`config.mk`:
```
export PLATFORM = sky130hd
export DESIGN_NAME = adc_scan
export DESIGN_NICKNAME = d
export VERILOG_FILES = /design/src/rtl/adc_scan_pkg.sv /design/src/rtl/adc_scan_shift.sv /design/src/rtl/adc_scan_seq.sv /design/src/rtl/adc_scan_bank.sv /design/src/rtl/adc_scan.sv
export SDC_FILE = /design/constraint.sdc
export NUM_CORES = 1
export LEC_CHECK = 0
export BUFFER_PORTS_ARGS = -buffer_cell sky130_fd_sc_hd__buf_2
export CAP_MARGIN = 40
export CORE_UTILIZATION = 60
export CTS_CLUSTER_DIAMETER = 30
export DETAILED_ROUTE_END_ITERATION = 6
export GPL_TIMING_DRIVEN = 0
export PLACE_DENSITY = 0.78
export SLEW_MARGIN = 30
export SYNTH_ARGS = -nofsm -noshare
export SYNTH_HDL_FRONTEND = slang
export SYNTH_SLANG_ARGS = --single-unit
```
`constraint.sdc`:
```
create_clock -name clk_i -period 5.35 [get_ports clk_i]
set_input_delay 1.07 -clock clk_i [delete_from_list [all_inputs] [get_ports clk_i]]
set_output_delay 1.07 -clock clk_i [all_outputs]
set_load 0.005 [all_outputs]
```
`src/rtl/adc_scan_pkg.sv`:
```
package adc_scan_pkg;
  localparam int NUM_CH    = 8;
  localparam int CH_W      = 3;
  localparam int FRAME_W   = 16;
  localparam int RES_W     = 10;
  localparam int DATA_W    = 16;
  localparam int START_POS = 8;
  localparam int SGL_POS   = 7;
  localparam int CH_LSB    = 4;

  typedef enum logic [1:0] {ST_IDLE, ST_SETUP, ST_XFER, ST_GAP} seq_state_e;

  function automatic logic [FRAME_W-1:0] cmd_word(input logic [CH_W-1:0] ch);
    logic [FRAME_W-1:0] w;
    w = '0;
    w[START_POS] = 1'b1;
    w[SGL_POS]   = 1'b0;
    w[CH_LSB +: CH_W] = ch;
    return w;
  endfunction
endpackage

```
`src/rtl/adc_scan_shift.sv`:
```
module adc_scan_shift import adc_scan_pkg::*; #(
  parameter int HALF_CYC = 4
) (
  input  logic               clk_i,
  input  logic               rst_ni,
  input  logic               load_i,
  input  logic [FRAME_W-1:0] cmd_i,
  input  logic               start_i,
  input  logic               miso_i,
  output logic               sck_o,
  output logic               mosi_o,
  output logic               done_o,
  output logic [RES_W-1:0]   rx_o
);
  localparam int HW = (HALF_CYC > 1) ? $clog2(HALF_CYC) : 1;
  localparam int BW = $clog2(FRAME_W);

  logic [FRAME_W-1:0] tx_q;
  logic [RES_W-1:0]   rx_q;   // only the tail of the frame is retained
  logic               sck_q, act_q, done_q;
  logic [HW-1:0]      half_q;
  logic [BW-1:0]      bit_q;

  always_ff @(posedge clk_i or negedge rst_ni) begin
    if (!rst_ni) begin
      tx_q   <= '0;
      rx_q   <= '0;
      sck_q  <= 1'b0;
      act_q  <= 1'b0;
      done_q <= 1'b0;
      half_q <= '0;
      bit_q  <= '0;
    end else begin
      done_q <= 1'b0;
      if (load_i) tx_q <= cmd_i;
      if (start_i) begin
        act_q  <= 1'b1;
        sck_q  <= 1'b0;
        half_q <= HW'(HALF_CYC - 1);
        bit_q  <= '0;
      end else if (act_q) begin
        if (half_q != '0) begin
          half_q <= half_q - 1'b1;
        end else begin
          half_q <= HW'(HALF_CYC - 1);
          if (!sck_q) begin
            sck_q <= 1'b1;
            rx_q  <= {rx_q[RES_W-2:0], miso_i};
          end else begin
            sck_q <= 1'b0;
            tx_q  <= {tx_q[FRAME_W-2:0], 1'b0};
            if (bit_q == BW'(FRAME_W - 1)) begin
              act_q  <= 1'b0;
              done_q <= 1'b1;
            end else begin
              bit_q <= bit_q + 1'b1;
            end
          end
        end
      end
    end
  end

  assign sck_o  = sck_q;
  assign mosi_o = tx_q[FRAME_W-1];
  assign done_o = done_q;
  assign rx_o   = rx_q;
endmodule

```
`src/rtl/adc_scan_seq.sv`:
```
module adc_scan_seq import adc_scan_pkg::*; #(
  parameter int SETUP_CYC = 6,
  parameter int GAP_CYC   = 25
) (
  input  logic               clk_i,
  input  logic               rst_ni,
  input  logic               done_i,
  output logic               cs_no,
  output logic               load_o,
  output logic [FRAME_W-1:0] cmd_o,
  output logic               start_o,
  output logic               wr_o,
  output logic [CH_W-1:0]    chan_o
);
  localparam int MAXC = (SETUP_CYC > GAP_CYC) ? SETUP_CYC : GAP_CYC;
  localparam int CW   = $clog2(MAXC + 1);

  seq_state_e       state_q;
  logic [CW-1:0]    cnt_q;
  logic [CH_W-1:0]  chan_q, chan_nxt, ld_chan;

  assign chan_nxt = (chan_q == CH_W'(NUM_CH - 1)) ? '0 : chan_q + 1'b1;

  always_ff @(posedge clk_i or negedge rst_ni) begin
    if (!rst_ni) begin
      state_q <= ST_IDLE;
      cnt_q   <= '0;
      chan_q  <= '0;
    end else begin
      unique case (state_q)
        ST_IDLE: begin
          state_q <= ST_SETUP;
          cnt_q   <= CW'(SETUP_CYC - 1);
        end
        ST_SETUP: begin
          if (cnt_q == '0) state_q <= ST_XFER;
          else             cnt_q   <= cnt_q - 1'b1;
        end
        ST_XFER: begin
          if (done_i) begin
            state_q <= ST_GAP;
            cnt_q   <= CW'(GAP_CYC - 1);
          end
        end
        ST_GAP: begin
          if (cnt_q == '0) begin
            state_q <= ST_SETUP;
            cnt_q   <= CW'(SETUP_CYC - 1);
            chan_q  <= chan_nxt;
          end else begin
            cnt_q <= cnt_q - 1'b1;
          end
        end
        default: state_q <= ST_IDLE;
      endcase
    end
  end

  // command is loaded on the edge that drops chip select
  assign ld_chan = (state_q == ST_IDLE) ? chan_q : chan_nxt;
  assign load_o  = (state_q == ST_IDLE) || (state_q == ST_GAP && cnt_q == '0);
  assign cmd_o   = cmd_word(ld_chan);
  assign start_o = (state_q == ST_SETUP) && (cnt_q == '0);
  assign wr_o    = (state_q == ST_XFER) && done_i;
  assign cs_no   = !((state_q == ST_SETUP) || (state_q == ST_XFER));
  assign chan_o  = chan_q;
endmodule

```
`src/rtl/adc_scan_bank.sv`:
```
module adc_scan_bank import adc_scan_pkg::*; (
  input  logic              clk_i,
  input  logic              rst_ni,
  input  logic              wr_i,
  input  logic [CH_W-1:0]   wr_chan_i,
  input  logic [RES_W-1:0]  wr_data_i,
  input  logic [CH_W-1:0]   rd_chan_i,
  output logic [DATA_W-1:0] rd_data_o,
  output logic              upd_valid_o,
  output logic [CH_W-1:0]   upd_chan_o
);
  logic [DATA_W-1:0] regs_q [NUM_CH];
  logic              upd_q;
  logic [CH_W-1:0]   upd_ch_q;

  for (genvar i = 0; i < NUM_CH; i++) begin : g_reg
    always_ff @(posedge clk_i or negedge rst_ni) begin
      if (!rst_ni)                                   regs_q[i] <= '1;
      else if (wr_i && (wr_chan_i == CH_W'(i)))      regs_q[i] <= {{(DATA_W-RES_W){1'b0}}, wr_data_i};
    end
  end

  always_ff @(posedge clk_i or negedge rst_ni) begin
    if (!rst_ni) begin
      upd_q    <= 1'b0;
      upd_ch_q <= '0;
    end else begin
      upd_q    <= wr_i;
      if (wr_i) upd_ch_q <= wr_chan_i;
    end
  end

  assign rd_data_o   = regs_q[rd_chan_i];
  assign upd_valid_o = upd_q;
  assign upd_chan_o  = upd_ch_q;
endmodule

```
`src/rtl/adc_scan.sv`:
```
module adc_scan import adc_scan_pkg::*; #(
  parameter int SYS_CLK_HZ  = 50_000_000,
  parameter int SCK_MAX_HZ  = 7_500_000,
  parameter int CS_SETUP_NS = 108,
  parameter int GAP_NS      = 500
) (
  input  logic              clk_i,
  input  logic              rst_ni,
  output logic              sck_o,
  output logic              mosi_o,
  input  logic              miso_i,
  output logic              cs_no,
  input  logic [CH_W-1:0]   rd_chan_i,
  output logic [DATA_W-1:0] rd_data_o,
  output logic              upd_valid_o,
  output logic [CH_W-1:0]   upd_chan_o
);
  localparam int HALF_RAW  = (SYS_CLK_HZ + 2*SCK_MAX_HZ - 1) / (2*SCK_MAX_HZ);
  localparam int HALF_CYC  = (HALF_RAW < 1) ? 1 : HALF_RAW;
  localparam int SETUP_RAW = ((SYS_CLK_HZ / 1000) * CS_SETUP_NS + 999_999) / 1_000_000;
  localparam int SETUP_CYC = (SETUP_RAW < 1) ? 1 : SETUP_RAW;
  localparam int GAP_RAW   = ((SYS_CLK_HZ / 1000) * GAP_NS + 999_999) / 1_000_000;
  localparam int GAP_CYC   = (GAP_RAW < 1) ? 1 : GAP_RAW;

  logic               load, start, done, wr;
  logic [FRAME_W-1:0] cmd;
  logic [RES_W-1:0]   rx;
  logic [CH_W-1:0]    chan;

  adc_scan_seq #(.SETUP_CYC(SETUP_CYC), .GAP_CYC(GAP_CYC)) u_seq (
    .clk_i, .rst_ni, .done_i(done), .cs_no, .load_o(load), .cmd_o(cmd),
    .start_o(start), .wr_o(wr), .chan_o(chan)
  );

  adc_scan_shift #(.HALF_CYC(HALF_CYC)) u_shift (
    .clk_i, .rst_ni, .load_i(load), .cmd_i(cmd), .start_i(start),
    .miso_i, .sck_o, .mosi_o, .done_o(done), .rx_o(rx)
  );

  adc_scan_bank u_bank (
    .clk_i, .rst_ni, .wr_i(wr), .wr_chan_i(chan), .wr_data_i(rx),
    .rd_chan_i, .rd_data_o, .upd_valid_o, .upd_chan_o
  );
endmodule

```
# [Yosys cells after proc, flatten, opt, wreduce, memory -nomap -nowiden]
# Index checks and enable logic that the tools add are counted.
[totals] inputBits=6 out_inout_bits=23 reg_bits=177 elab_cells=112
[classes] n_reduce_logical=26 addsub=4 n_mux=40 eq_ne=17 bitwise=4 magnitude_cmp=1
[op_table] operator="2-to-1 mux 16 bit" n=7
[op_table] operator="binary-select mux 16 bit (select 3 bit)" n=1
[op_table] operator="2-to-1 mux 4 bit" n=5
[op_table] operator="one-hot mux 5 bit (4 select lines)" n=1
[op_table] operator="2-to-1 mux 5 bit" n=3
[op_table] operator="2-to-1 mux 1 bit" n=14
[op_table] operator="equality test 3 bit (second input constant)" n=4
[op_table] operator="2-to-1 mux 2 bit" n=6
[op_table] operator="logical AND 1 bit" n=11
[op_table] operator="one-hot mux 2 bit (4 select lines)" n=1
[op_table] operator="AND reduction 4 bit" n=2
[op_table] operator="equality test 3 x 2 -> 1 bit (second input constant)" n=2
[op_table] operator="2-to-1 mux 3 bit" n=2
[op_table] operator="!= test 2 x 1 -> 1 bit (second input constant)" n=3
[op_table] operator="!= test 2 bit (second input constant)" n=3
[op_table] operator="AND reduction 2 bit" n=3
[op_table] operator="nonzero test 2 bit" n=3
[op_table] operator="logical NOT 5 bit" n=1
[op_table] operator="subtractor 5 x 1 -> 5 bit (second input constant)" n=1
[op_table] operator="adder 4 x 1 -> 4 bit (second input constant)" n=1
[op_table] operator="equality test 2 bit (second input constant)" n=2
[op_table] operator="equality test 4 bit (second input constant)" n=1
[op_table] operator=">= comparator 4 bit (second input constant)" n=1
[op_table] operator="NOT 3 -> 4 bit" n=1
[op_table] operator="10 further kinds" n=13

# [Depth between registers and ports, before layout]
# Gate-level depths: netlist (run 1).
[depth] depth_word=8 ltp_mapped=7 ltp_nobuf=6

# [Hierarchy]
# Synthesis (run 1) repeated with hierarchy kept, for this count alone.
[hier_totals] hier_cells=466 hier_area_um2=6650.1
[modules_own_cells] mod="adc_scan_bank" seq_area_each_um2=2412.3 instances=1 area_each_um2=4296.6 cells_each=243
[modules_own_cells] mod="adc_scan_shift" seq_area_each_um2=875.8 instances=1 area_each_um2=1556.5 cells_each=135
[modules_own_cells] mod="adc_scan_seq" seq_area_each_um2=250.2 instances=1 area_each_um2=797.0 cells_each=88

# [Least setup slack after synthesis (run 1)]
# No wires, ideal clock.
[synth_path] kind="in2out" from="in rd_chan_i[0]" to="out rd_data_o[11]" path_slack_ns=1.958 n_path_buf=2 required_ns=4.280 cell_stages=4 arrival_time_ns=2.322 path_cell_list="buf_2 > mux4_2 > mux2_2 > buf_4"
[synth_between] elab_chain_len=4
[synth_lines] item="from (decl)" line_no="adc_scan.sv:13" source="input logic [CH_W-1:0] rd_chan_i,"
[synth_lines] item="NOT 3 -> 4 bit (not written as such)" line_no="adc_scan_bank.sv:33" source="assign rd_data_o = regs_q[rd_chan_i];"
[synth_lines] item="binary-select mux 16 bit (select 3 bit)" line_no="adc_scan_bank.sv:33"
[synth_lines] item="2-to-1 mux 16 bit (not written as such) (2 in series)" line_no="adc_scan_bank.sv:33"
[synth_lines] item="to (decl)" line_no="adc_scan.sv:14" source="output logic [DATA_W-1:0] rd_data_o,"
# No other way between the ends. The select of a mux whose other input is x is not followed.

# [Worst setup path in the final report (run 1)]
[layout_path] from="in rd_chan_i[1]" to="out rd_data_o[14]"
# The elaborated chain is that of the path after synthesis.

==> flow_metrics.py, run 1 <==
metrics = {
    "place": {
        "dp_cells": 607,
        "dpl.hpwl_um": 7640,
        "gp_congestion": 0.854,
        "io_buffers": 28,
    },
    "sta": {
        "hold_violations": 0,
        "final.setup_skew_ns": 0.0108,
        "setup_violations": 0,
        "fmaxAchievable_mhz": 258,
        "setup_tns_ns": 0,
        "rsz0062_at_grt": "no",
        "timing.hold.ws_ns": 0.473,
        "period_minus_slack_ns": 3.87,
        "slew_viol_final": 0,
        "relSlewSlack_pct": 43.9,
        "worst_slew_pin_slew_ns": 0.842,
        "finalCritPeriodShare_pct": 72.4,
    },
    "setup_path": {
        "r2r_cells": 7,
        "rr_endpoint": "u_bank.regs_q[38]",
        "critPathLaunchType": "primary input",
        "worstPathMaxFanout": 10,
        "startpoint": "rd_chan_i[1]",
        "slowest_stage": "clkbuf_1",
        "r2r_setup_slack_ns": 2.89,
        "cpPeakStageDelay_ns": 0.62,
        "crit_path_end": "rd_data_o[14]",
        "cpMostUsedCell": "buf_2",
        "r2r_start": "u_seq.state_q[0]",
        "crit_type": "in2out",
        "end_kind": "output port",
        "cp.required_ns": 4.28,
        "arrival_ns": 2.80,
        "path_cells": "buf_2 > clkbuf_1 > mux4_2 > mux2_2 > buf_4 > buf_2",
    },
    "logic_synthesis": {
        "synth.most_common_cell": "mux2_2",
        "synth_edf_count": 0,
        "synth_seq_cells": 137,
        "avgSynthCellArea_sq_um": 14.3,
        "synth_common_cells": "102 x mux2_2, 88 x dfstp_2, 49 x dfrtp_1, 24 x nand2_1, 22 x mux4_2",
        "synth_cell_types": 47,
        "async_flop_share_pct": 100,
        "yosys_warnings": 0,
        "seq_area_frac_synth_pct": 55.8,
        "synth_top_cell_by_area": "dfstp_2",
        "syn_nets": 462,
        "yosysTopAreaCellShare_pct": 36.5,
        "netlist_area_sq_mm": 0.00634,
        "yosys-top-cells-area": "dfstp_2 36%, dfrtp_1 19%, mux2_2 18%",
        "synthCells": 442,
        "synth_ff_type": "dfstp_2",
    },
    "die": {
        "rows": 37,
        "initial_core_util_pct": 61.7,
        "dieArea_sq_mm": 0.0110,
        "ioPinCount": 29,
        "die_h_um": 105,
        "coreArea_sq_mm": 0.0103,
        "die_w_um": 105,
    },
    "grt": {
        "globalRouteTotalUtil_pct": 24.7,
        "antenna_found_initial": 0,
        "grt_overflow_total": 0,
        "grt_pass1_vias": 3888,
        "grt_pass1_wl_um": 20200,
        "grt_max_degree": 81,
    },
    "drt": {
        "drc": 0,
        "wl_per_cell_um": 19.2,
        "vias_per_cell": 5.75,
        "drt_iter0_drc": 192,
        "vias": 3676,
        "first_pass_iters": 4,
        "wl_um": 12300,
        "antenna_left": 0,
    },
    "final_layout": {
        "final_cells": 639,
        "antenna_cells": 0,
        "fillers": 698,
        "syn2layout_area_growth_pct": 14.9,
        "drive_gt1_share_pct": 57.5,
        "nets": 510,
        "multi_input_area_sq_mm": 0.00261,
        "regArea_sq_mm": 0.00354,
    },
    "clock_tree": {
        "cts.repair.resized": 0,
        "post_cts_buffers": 0,
        "cts.sinks": 137,
        "worstSkewPairLatency_ns": 0.52,
        "cts_tree": "done",
        "cts_hold_buffers": 0,
        "ctsRootBufferMaster": "clkbuf_8",
        "cts_buffer_depth": 2,
        "clkSlewWorstSetupHoldPaths_ns": 0.06,
        "cts_htree_levels": 4,
        "cts_buffers": 17,
    },
    "outcome": {
        "status": "completed",
    },
    "pwr": {
        "power_frac_comb_pct": 2.3,
        "p_sw_w": 0.000464,
        "leakage_nw": 3.31,
        "powerDensity_mw_per_mm2": 309,
        "switching_share_pct": 20.6,
        "clock_power_share_pct": 51.3,
        "seq_power_share_pct": 46.4,
        "p_int_w": 0.00178,
        "vdd_drop_max_mv": 0.176,
    },
    "job": {
        "max_cap_viol_count": 0,
    },
    "worst_hold_path": {
        "min_path_type": "in2async",
    },
}
==> power by group through the flow <==
stage | logic [W] | clock network, W | registers (W)
after global placement | 0.0000495 | 0 | 0.00106
final | 0.0000519 | 0.00115 | 0.00104
after detailed placement | 0.0000536 | 0 | 0.00106
after floorplan | 0.0000203 | 0 | 0.00106
after global routing | 0.0000585 | 0.00122 | 0.00104
after CTS | 0.0000539 | 0.00117 | 0.00104
==> worst max-delay path, delay by kind of cell <==
kind | cells | cell delay, ns
buffers and inverters | 4 | 0.99
multiplexers | 2 | 0.73
==> through the flow <==
stage | setup slack (ns) | area [sq um] | utilization, % | total power, W
CTS | 1.46 | 7280 | 70.8 | 0.00227
finish | 1.48 | 7280 | 70.8 | 0.00225
detailed placement | 1.47 | 6680 | 65.0 | 0.00111
floorplan | 1.96 | 6340 | - | 0.00108
global route | 1.41 | 7280 | 70.8 | 0.00232
global placement | 1.49 | 6650 | 64.7 | 0.00111
==> layout by cell type, fill, tap and decap left out, drive strengths merged, types with 10 or more instances in the layout <==
| cell type | synthesis | final |
|---|---|---|
| clkbuf | 12 | 34 |
| a22o | 14 | 14 |
| mux4 | 22 | 22 |
| mux2 | 102 | 102 |
| o21ai | 15 | 15 |
| nor2 | 16 | 16 |
| dfrtp | 49 | 49 |
| and2 | 10 | 10 |
| ha | 14 | 14 |
| nand2 | 25 | 25 |
| inv | 13 | 15 |
| buf | 18 | 47 |
| dfstp | 88 | 88 |
==> cell type report <==
class                   count  share of cell area (%)
flip-flops and latches    137                    48.6
multi-input cells         262                    35.8
clock buffers              22                    6.65
repair buffers             29                    2.44
well taps                 136                    2.34
plain buffers              30                    1.96
clock inverters            10                    1.55
inverters                  13                   0.670
==> cell families (layout without fill, tap and decap cells) <==
| kind of cell | Yosys count | in the layout | synth area share, % |
|---|---|---|---|
| buffers and inverters | 43 | 104 | 3.02 |
| DFF | 137 | 137 | 55.8 |
| AOI/OAI and AO/OA | 52 | 52 | 5.85 |
| muxes | 126 | 126 | 26.3 |
| xor gates and xnor gates | 4 | 4 | 0.553 |
| and+or+nand+nor | 66 | 66 | 5.71 |
| adders and majority gates | 14 | 14 | 2.76 |
==> worst min-delay path by stage <==
stage	slack [ns]	startpoint	cells past startpoint	endpoint
2_1_floorplan	0.46	u_shift.tx_q[0]	1	u_shift.tx_q[1]
3_3_place_gp	0.46	u_bank.upd_chan_o[2]	1	u_bank.upd_chan_o[2]
3_5_place_dp	0.47	u_bank.upd_chan_o[0]	2	u_bank.upd_chan_o[0]
4_1_cts	0.47	rst_ni	1	u_shift.rx_o[3]
5_1_grt	0.49	rst_ni	1	u_shift.rx_o[3]
6_report	0.47	rst_ni	1	u_shift.rx_o[3]
==> registers in the layout (all words and copies together) (netlist names), 2 cells and up <==
name	count
u_bank.regs_q	88
u_bank.upd_chan_o	3
u_seq.chan_o	3
u_seq.cnt_q	5
u_seq.state_q	2
u_shift.bit_q	4
u_shift.half_q	2
u_shift.rx_o	10
u_shift.tx_q	16
==> layer usage <==
metal  track usage (%)  share of wire [%]  vias to the layer above
met5                 0                  0                        -
met1              31.3                 43                     1914
li1                  -                  -                     1690
met3              5.30                2.4                       14
met4              8.35                1.2                        0
met2              42.2                 54                       58
No activity file was read; power rests on OpenSTA's default activity.
==> run 2, diff against run 1 <==
- ABC_AREA: default -> 1
- clock period: 5.35 -> 3.6 ns (I/O delays scaled with it)
==> run 2 against run 1 <==
Die area grew 1.2%. Utilization is 0.058 points higher. Register-to-register slack worse by 1.1 ns. Synthesized area rose by 1.2%. Sequential power grew 49%. Global-route usage is 5.3 points higher. Clock power increased by 43%. Setup slack worse by 0.76 ns. Total power grew 49%. Routed wire length rose by 23%. Largest cell class unchanged.
==> flow_metrics.py, run 2 <==
metrics = {
    "outcome": {
        "status": "completed",
    },
    "clock_tree": {
        "cts.sinks": 137,
        "cts.repair.resized": 0,
        "ctsRootBufferMaster": "clkbuf_8",
        "cts_tree": "done",
        "cts_buffer_depth": 2,
        "clkSlewWorstSetupHoldPaths_ns": 0.06,
        "cts_htree_levels": 4,
        "worstSkewPairLatency_ns": 0.54,
        "cts_buffers": 17,
        "cts_hold_buffers": 0,
        "post_cts_buffers": 0,
    },
    "sta": {
        "worst_slew_pin_slew_ns": 0.519,
        "rsz0062_at_grt": "no",
        "fmaxAchievable_mhz": 347,
        "finalCritPeriodShare_pct": 80.1,
        "relSlewSlack_pct": 65.4,
        "hold_violations": 0,
        "setup_tns_ns": 0,
        "period_minus_slack_ns": 2.88,
        "setup_violations": 0,
        "final.setup_skew_ns": 0.00890,
        "slew_viol_final": 0,
    },
    "setup_path": {
        "cpMostUsedCell": "buf_2",
        "r2r_start": "u_seq.state_q[0]",
        "worstPathMaxFanout": 10,
        "crit_type": "in2out",
        "cp.required_ns": 2.88,
        "cpPeakStageDelay_ns": 0.37,
        "end_kind": "output port",
        "slowest_stage": "clkbuf_1",
        "startpoint": "rd_chan_i[0]",
        "critPathLaunchType": "primary input",
        "path_cells": "buf_2 > inv_2 > clkbuf_1 > o21ai_0 > nand3_1 > o21a_1 > buf_4 > buf_2",
        "arrival_ns": 2.16,
    },
    "logic_synthesis": {
        "synth_cell_types": 30,
        "syn_nets": 777,
        "yosysTopAreaCellShare_pct": 36.1,
        "yosys-top-cells-area": "dfstp_2 36%, dfrtp_1 19%, nand2_1 12%",
        "synth_adder_area_share_pct": 2.73,
        "synth_ff_type": "dfstp_2",
        "synthXorXnorAreaFrac_pct": 0.137,
        "synth_top_family_by_area": "simple AND/OR/NAND/NOR gates",
        "yosys_warnings": 0,
        "synth_top_cell_by_area": "dfstp_2",
        "yosys.area_share.simple_pct": 18.6,
        "synth_common_cells": "210 x nand2_1, 142 x o21ai_0, 88 x dfstp_2, 70 x inv_1, 49 x dfrtp_1",
        "seq_area_frac_synth_pct": 55.2,
        "synthCells": 757,
        "async_flop_share_pct": 100,
        "synth.area.mux_share_pct": 0,
        "synth_seq_cells": 137,
        "synth_compound_area_share_pct": 15.6,
        "synth.most_common_cell": "nand2_1",
        "avgSynthCellArea_sq_um": 8.47,
        "synth_edf_count": 0,
        "netlist_area_sq_mm": 0.00641,
    },
    "die": {
        "die_w_um": 105,
        "ioPinCount": 29,
        "rows": 37,
        "initial_core_util_pct": 62.1,
        "dieArea_sq_mm": 0.0111,
        "die_h_um": 105,
        "coreArea_sq_mm": 0.0103,
    },
    "job": {
        "max_cap_viol_count": 0,
    },
    "pwr": {
        "vdd_drop_max_mv": 0.370,
        "leakage_nw": 3.30,
        "powerDensity_mw_per_mm2": 457,
    },
    "place": {
        "dpl.hpwl_um": 10200,
        "io_buffers": 27,
        "dp_cells": 921,
        "gp_congestion": 0.906,
    },
    "grt": {
        "antenna_found_initial": 0,
        "globalRouteTotalUtil_pct": 29.9,
        "grt_pass1_vias": 5280,
        "grt_overflow_total": 0,
        "grt_pass1_wl_um": 25300,
        "grt_max_degree": 85,
    },
    "final_layout": {
        "final_common_cell": "nand2_1",
        "final_core_util_pct": 70.9,
        "final_cell_mix": "210 x nand2_1, 142 x o21ai_0, 88 x dfstp_2",
        "fillers": 785,
        "largest_reg_flops": 88,
        "syn2layout_area_growth_pct": 14.2,
        "top_register": "u_bank.regs_q",
        "nets": 824,
        "antenna_cells": 0,
        "final_cells": 953,
        "drive_gt1_share_pct": 22.2,
        "regArea_sq_mm": 0.00354,
        "multi_input_area_sq_mm": 0.00238,
    },
    "drt": {
        "antenna_left": 0,
        "drt_iter0_drc": 466,
        "drc": 0,
        "first_pass_iters": 7,
        "wl_per_cell_um": 15.9,
        "vias_per_cell": 5.58,
        "wl_um": 15100,
        "vias": 5314,
    },
    "worst_hold_path": {
        "min_path_type": "in2async",
    },
}
[run 2: cell types whose count changed after synthesis, moves of 10 or more]
cell     previous run  this run
inv_1              13        70
nand2_1            24       210
a22o_1             14         0
buf_2               3        13
mux2_2            102         0
nor2_1             15        45
nand3_1             3        27
a21oi_1             8        40
mux4_2             22         0
o21ai_0            13       142
[run 2: final timing paths]
path	cells after the start	endpoint	slack, ns
max	8	rd_data_o[15]	0.72
min	1	u_shift.rx_o[6]	0.1
max reg2reg	6	u_bank.regs_q[40]	1.76
min reg2reg	2	u_bank.regs_q[62]	0.44
max in group asynchronous	2	u_bank.regs_q[99]	2.75
min in group clk_i	2	u_bank.regs_q[62]	0.44
[run 2: final cells by class]
type	count	share of cell area (%)
repair buffers	28	2.36
well taps	136	2.32
clock buffers	22	6.46
clock inverters	10	1.26
inverters	74	3.79
plain buffers	41	2.96
multi-input cells	505	32.5
flip-flops and latches	137	48.3
[run 2: through the flow]
step	power (W)	cell area (sq um)	hold slack [ns]	setup slack, ns
after detailed placement	0.00173	6750	0.433	0.734
after global placement	0.00172	6720	0.433	0.113
after floorplan	0.00165	6410	0.421	1.18
after global routing	0.00344	7320	0.121	0.545
final	0.00334	7320	0.0950	0.717
after CTS	0.00336	7320	0.0905	0.725
[run 2: where the power goes]
group          total (W)  switching, W  internal [W]  leakage, nW
clock            0.00164      0.000651      0.000988        0.269
combinational   0.000150      0.000102     0.0000475         1.49
sequential       0.00155    0.00000348       0.00155         1.55
[run 2: cell families (layout without fill, tap and decap cells)]
kind of cell / Yosys count / after routing
xor gates and xnor gates: 1 / 1
AOI/OAI and AO/OA: 196 / 196
and+or+nand+nor: 294 / 294
adders and majority gates: 14 / 14
buffers and inverters: 115 / 175
DFF: 137 / 137
[run 2: worst max-delay path: cells and delay by family]
family | cells | cell delay (ns)
AO/OA/AOI/OAI | 2 | 0.42
buffers and inverters | 5 | 0.93
AND/OR/NAND/NOR | 1 | 0.10
[run 2: layer usage]
layer | part of all wire, % | routed length, um | track usage [%]
met5 | 0 | 0 | 0
met4 | 4.1 | 618 | 16.3
met3 | 7.4 | 1120 | 8.35
met2 | 48 | 7320 | 47.4
met1 | 40 | 6080 | 37.3
